**config.mk**
```make
export PLATFORM = sky130hd
export DESIGN_NAME = core_timer_irq
export DESIGN_NICKNAME = d
export VERILOG_FILES = /design/src/rtl/core_timer_irq.sv
export SDC_FILE = /design/constraint.sdc
export NUM_CORES = 1
export LEC_CHECK = 0
export ABC_AREA = 1
export BUFFER_PORTS_ARGS = -buffer_cell sky130_fd_sc_hd__buf_2
export CORE_MARGIN = 1.5
export CORE_UTILIZATION = 54
export DETAILED_ROUTE_END_ITERATION = 10
export GPL_ROUTABILITY_DRIVEN = 0
export PLACE_DENSITY = 0.73
export SETUP_SLACK_MARGIN = 0.3
export SYNTH_ARGS = -nofsm -noshare
export SYNTH_HDL_FRONTEND = slang
export SYNTH_SLANG_ARGS = --single-unit
```
**constraint.sdc**
```tcl
create_clock -name clk -period 5.75 [get_ports clk]
set_clock_uncertainty 0.1 [all_clocks]
set_input_delay 0.2875 -clock clk [delete_from_list [all_inputs] [get_ports clk]]
set_output_delay 0.2875 -clock clk [all_outputs]
set_load 0.02 [all_outputs]
```
**src/rtl/core_timer_irq.sv**
```systemverilog
module core_timer_irq #(
  parameter int          NHARTS   = 2,
  parameter int          ADDR_W   = 16,
  parameter int unsigned SW_BASE  = 32'h0000,
  parameter int unsigned CMP_BASE = 32'h4000,
  parameter int unsigned CNT_BASE = 32'hBFF8
) (
  input  logic              clk,
  input  logic              rst_n,
  input  logic              tick,
  input  logic              req_valid,
  input  logic              req_write,
  input  logic [ADDR_W-1:0] req_addr,
  input  logic [31:0]       req_wdata,
  output logic              req_ready,
  output logic [31:0]       rsp_rdata,
  output logic [NHARTS-1:0] sw_irq,
  output logic [NHARTS-1:0] tmr_irq
);
  localparam logic [31:0] SW_END  = 32'(SW_BASE + 4 * NHARTS);
  localparam logic [31:0] CMP_END = 32'(CMP_BASE + 8 * NHARTS);

  logic [63:0]       cnt;
  logic [63:0]       alarm [NHARTS];
  logic [NHARTS-1:0] swf;
  logic [31:0]       rd_val;

  wire [31:0] a        = 32'(req_addr);
  wire        acc      = req_valid && !req_ready;
  wire        wr       = acc && req_write;
  wire        aligned  = (a[1:0] == 2'b00);
  wire        sw_hit   = aligned && a >= SW_BASE && a < SW_END;
  wire        cmp_hit  = aligned && a >= CMP_BASE && a < CMP_END;
  wire [31:0] sw_idx   = (a - SW_BASE) >> 2;
  wire [31:0] cmp_word = (a - CMP_BASE) >> 2;
  wire [31:0] cmp_idx  = cmp_word >> 1;
  wire        cmp_hi   = cmp_word[0];

  assign sw_irq = swf;

  always_comb begin
    rd_val = '0;
    for (int h = 0; h < NHARTS; h++) begin
      if (sw_hit && sw_idx == 32'(h))   rd_val = {31'b0, swf[h]};
      if (cmp_hit && cmp_idx == 32'(h)) rd_val = cmp_hi ? alarm[h][63:32] : alarm[h][31:0];
    end
    if (a == CNT_BASE)      rd_val = cnt[31:0];
    if (a == CNT_BASE + 4)  rd_val = cnt[63:32];
  end

  always_ff @(posedge clk or negedge rst_n) begin
    if (!rst_n) begin
      req_ready <= 1'b0;
      rsp_rdata <= '0;
      cnt       <= '0;
      swf       <= '0;
      for (int h = 0; h < NHARTS; h++) alarm[h] <= '0;
    end else begin
      req_ready <= acc;
      if (acc && !req_write) rsp_rdata <= rd_val;
      if (tick) cnt <= cnt + 64'd1;
      for (int h = 0; h < NHARTS; h++) begin
        if (wr && sw_hit && sw_idx == 32'(h)) swf[h] <= req_wdata[0];
        if (wr && cmp_hit && cmp_idx == 32'(h)) begin
          if (cmp_hi) alarm[h][63:32] <= req_wdata;
          else        alarm[h][31:0]  <= req_wdata;
        end
      end
    end
  end

  AST_READY_AFTER_VALID: assert property (@(posedge clk) disable iff (!rst_n)
    $rose(req_ready) |-> $past(req_valid));
  AST_READY_SINGLE: assert property (@(posedge clk) disable iff (!rst_n)
    req_ready |=> !req_ready);
  AST_CNT_STEP: assert property (@(posedge clk) disable iff (!rst_n)
    tick |=> cnt == $past(cnt) + 64'd1);
  AST_CNT_IDLE: assert property (@(posedge clk) disable iff (!rst_n)
    !tick |=> $stable(cnt));
  AST_SW_QUIET: assert property (@(posedge clk) disable iff (!rst_n)
    !(req_valid && req_write) |=> $stable(sw_irq));

  for (genvar h = 0; h < NHARTS; h++) begin : g_hart
    assign tmr_irq[h] = (alarm[h] <= cnt);
    AST_TMR_RISE_CAUSE: assert property (@(posedge clk) disable iff (!rst_n)
      $rose(tmr_irq[h]) |-> ($past(tick) || $past(req_valid && req_write)));
    AST_ALARM_QUIET: assert property (@(posedge clk) disable iff (!rst_n)
      !(req_valid && req_write) |=> $stable(alarm[h]));
  end
endmodule

```
==> metrics.yaml <==
drt_iter0_drc: 1216
max-clock-path-buffers: 3
critPathCaptureType: "primary output"
routedWlPerCell_um: 17.8
start_kind: "flop"
grt_overflow: 0
grt_max_degree: 108
cts_tree: "yes"
cts.sink_count: 227
diodes: 0
cp_slowest_cell: "nor4_1"
dr_total_vias: 13252
synth_flop_cell: "dfrtp_1"
met3_usage: 0.0399
instances_no_fill: 2337
fin_crit_ns: 3.64
cpPeakStageDelay_ns: 0.66
antenna_found_initial: 0
holdCritPathClass: "in -> reg"
first_global_vias: 12703
placed_cells: 2256
ys_types: 45
syn-cell-area_sq_um: 14500
final_cell_mix: "671 x nand2_1, 227 x dfrtp_1, 149 x inv_1, 132 x ha_1, 112 x o21ai_1"
track_usage: 0.302
tightest_slew_ns: 1.18
numPortBuffers: 89
path_clk_slew_ns: 0.06
ys_seq_elements: 227
cap_violations: 0
row_count: 59
powerDensity_nw_per_um2: 229
yosysSeqAreaShare: 0.391
core_area_sq_um: 26300
ir_drop_mv: 0.229
routed_wl_um: 41600
pre_cts_slack_ns: 2.23
p_leak_nw: 8.53
drc: 0
grt_pass1_wl_um: 67400
setup_tns_ns: 0
dp.final_hpwl_um: 30100
grt.busiest_layer: "met2"
synthesis.nets: 2068
first_pass_iters: 5
root_buffer: "clkbuf_16"
filler_cell_count: 2335
die_x_um: 167
die_area_sq_um: 27900
path_cells: "inv_1 > ha_1 > nand2_1 > nor2_1 > nand4_1 > nor4_1 > and3_1 > nand2_1 > nand2_1 > nand2_1 > buf_2"
h-tree-depth: 1
status: "completed"
path_common_cell: "nand2_1"
drive_gt1_frac: 0.114
finalCritPeriodShare: 0.633
worst_ep_arrival_time_ns: 3.25
io_pins: 90
layout_commonest_cell: "nand2_1"
finalPower_w: 0.00376
slew-limit-headroom: 0.212
fmax_mhz: 275
ys_warn_count: 0
path_max_fanout: 6
path_class: "reg -> out"
numCtsBuffers: 26
die_h_um: 167
slew_viol_final: 0
area_delta_synth_final_pct: 12.9
start_util: 0.554
synth_edf_count: 0
finalHoldViolations: 0
use_met2: 0.485
nets: 2169
clk_latency_ns: 0.55
rsz0062_at_grt: "false"
syn-instance-count: 1883
setup_violations: 0
r2r_slack_ns: 2.97
async_reset_ff_frac: 1.00
avgViaCountPerCell: 5.67
postCtsSetupBuffers: 0
worstPathRequired_ns: 5.36
postRouteAntennaNets: 0
setup_slack_ns: 2.11
syn_area_per_cell_sq_um: 7.73
grt_use_met1: 0.427
registers in the layout, indices dropped and copies added (netlist names):
register,count
cnt,64
alarm,128
req_ready,1
rsp_rdata,32
sw_irq,2
cells in the mapped netlist, types with 6 or more instances:
cell type | instances | share of area
nand2_1 | 671 | 0.17
dfrtp_1 | 227 | 0.39
inv_1 | 150 | 0.039
ha_1 | 132 | 0.11
o21ai_1 | 112 | 0.039
a21oi_1 | 72 | 0.025
nand3_1 | 71 | 0.024
nor2_1 | 65 | 0.017
nand4_1 | 62 | 0.027
xor2_1 | 59 | 0.036
nor3_1 | 40 | 0.014
o21ai_0 | 30 | 0.010
clkbuf_1 | 25 | 0.0065
inv_2 | 24 | 0.0062
buf_2 | 18 | 0.0062
o21ai_2 | 18 | 0.011
nor4_1 | 14 | 0.0060
buf_6 | 12 | 0.0093
nor2_2 | 9 | 0.0039
nand2_2 | 7 | 0.0030
nor3_2 | 6 | 0.0041
o211ai_1 | 6 | 0.0031
final cells by class:
type                    instances  area (sq um)  area share
inverters                     174           653      0.0398
clock buffers                  36           748      0.0456
flip-flops and latches        227          5680       0.346
multi-input cells            1421          7870       0.479
clock inverters                10           164     0.00998
well taps                     335           419      0.0255
repair buffers                134           881      0.0537
cells by family after synthesis:
kind of cell / after synthesis / synth area share
and+or+nand+nor: 981 / 0.298
AOI/OAI and AO/OA: 248 / 0.0928
DFF: 227 / 0.391
muxes: 1 / 0.000688
buffers and inverters: 235 / 0.0692
xor gates and xnor gates: 59 / 0.0355
adders and majority gates: 132 / 0.114
through the flow:
stage | hold slack (ns) | cell area [sq um] | utilization
after global placement | 0.299 | 15200 | 0.577
after global routing | 0.239 | 16400 | 0.625
final | 0.192 | 16400 | 0.625
after CTS | 0.175 | 16400 | 0.625
after detailed placement | 0.307 | 15200 | 0.577
after floorplan | -0.108 | 14500 | -
path summary, 6_finish.rpt:
path                                                  end                 startpoint  cells after the start
worst min register to register  rsp_rdata[10]$_DFFE_PN0P_  rsp_rdata[10]$_DFFE_PN0P_                      2
max in group asynchronous             cnt[38]$_DFFE_PN0P_                      rst_n                      3
worst min-delay path                sw_irq[1]$_DFFE_PN0P_                  req_write                      6
worst max-delay path                           tmr_irq[0]        cnt[59]$_DFFE_PN0P_                     11
worst max register to register      alarm[50]$_DFFE_PN0P_        req_ready$_DFF_PN0_                      5
min in group asynchronous        rsp_rdata[9]$_DFFE_PN0P_                      rst_n                      2
repair_timing:
item | CTS | global route
hold buffers | 35 | 0
gates resized for setup | 0 | 0
endpoints found under the hold margin | 233 | 0
power by group:
part           total (W)  switching, W  internal [W]  leakage (nW)
clock network    0.00176      0.000671       0.00108         0.447
registers        0.00166     0.0000375       0.00163          3.01
logic           0.000346      0.000240      0.000107          5.08
total            0.00376      0.000948       0.00282          8.53
routing by layer:
metal,up-vias,wire length (um)
li1,6397,-
met1,6226,18400
met2,541,18900
met3,88,3050
met4,0,1250
met5,-,0
critical path, delay by kind of cell (launching register included):
kind / cells / cell delay (ns)
simple gates: 8 / 1.54
buf+inv: 2 / 0.29
fa+ha+maj: 1 / 0.32
flops: 1 / 0.54
(Power assumes the default switching activity.)
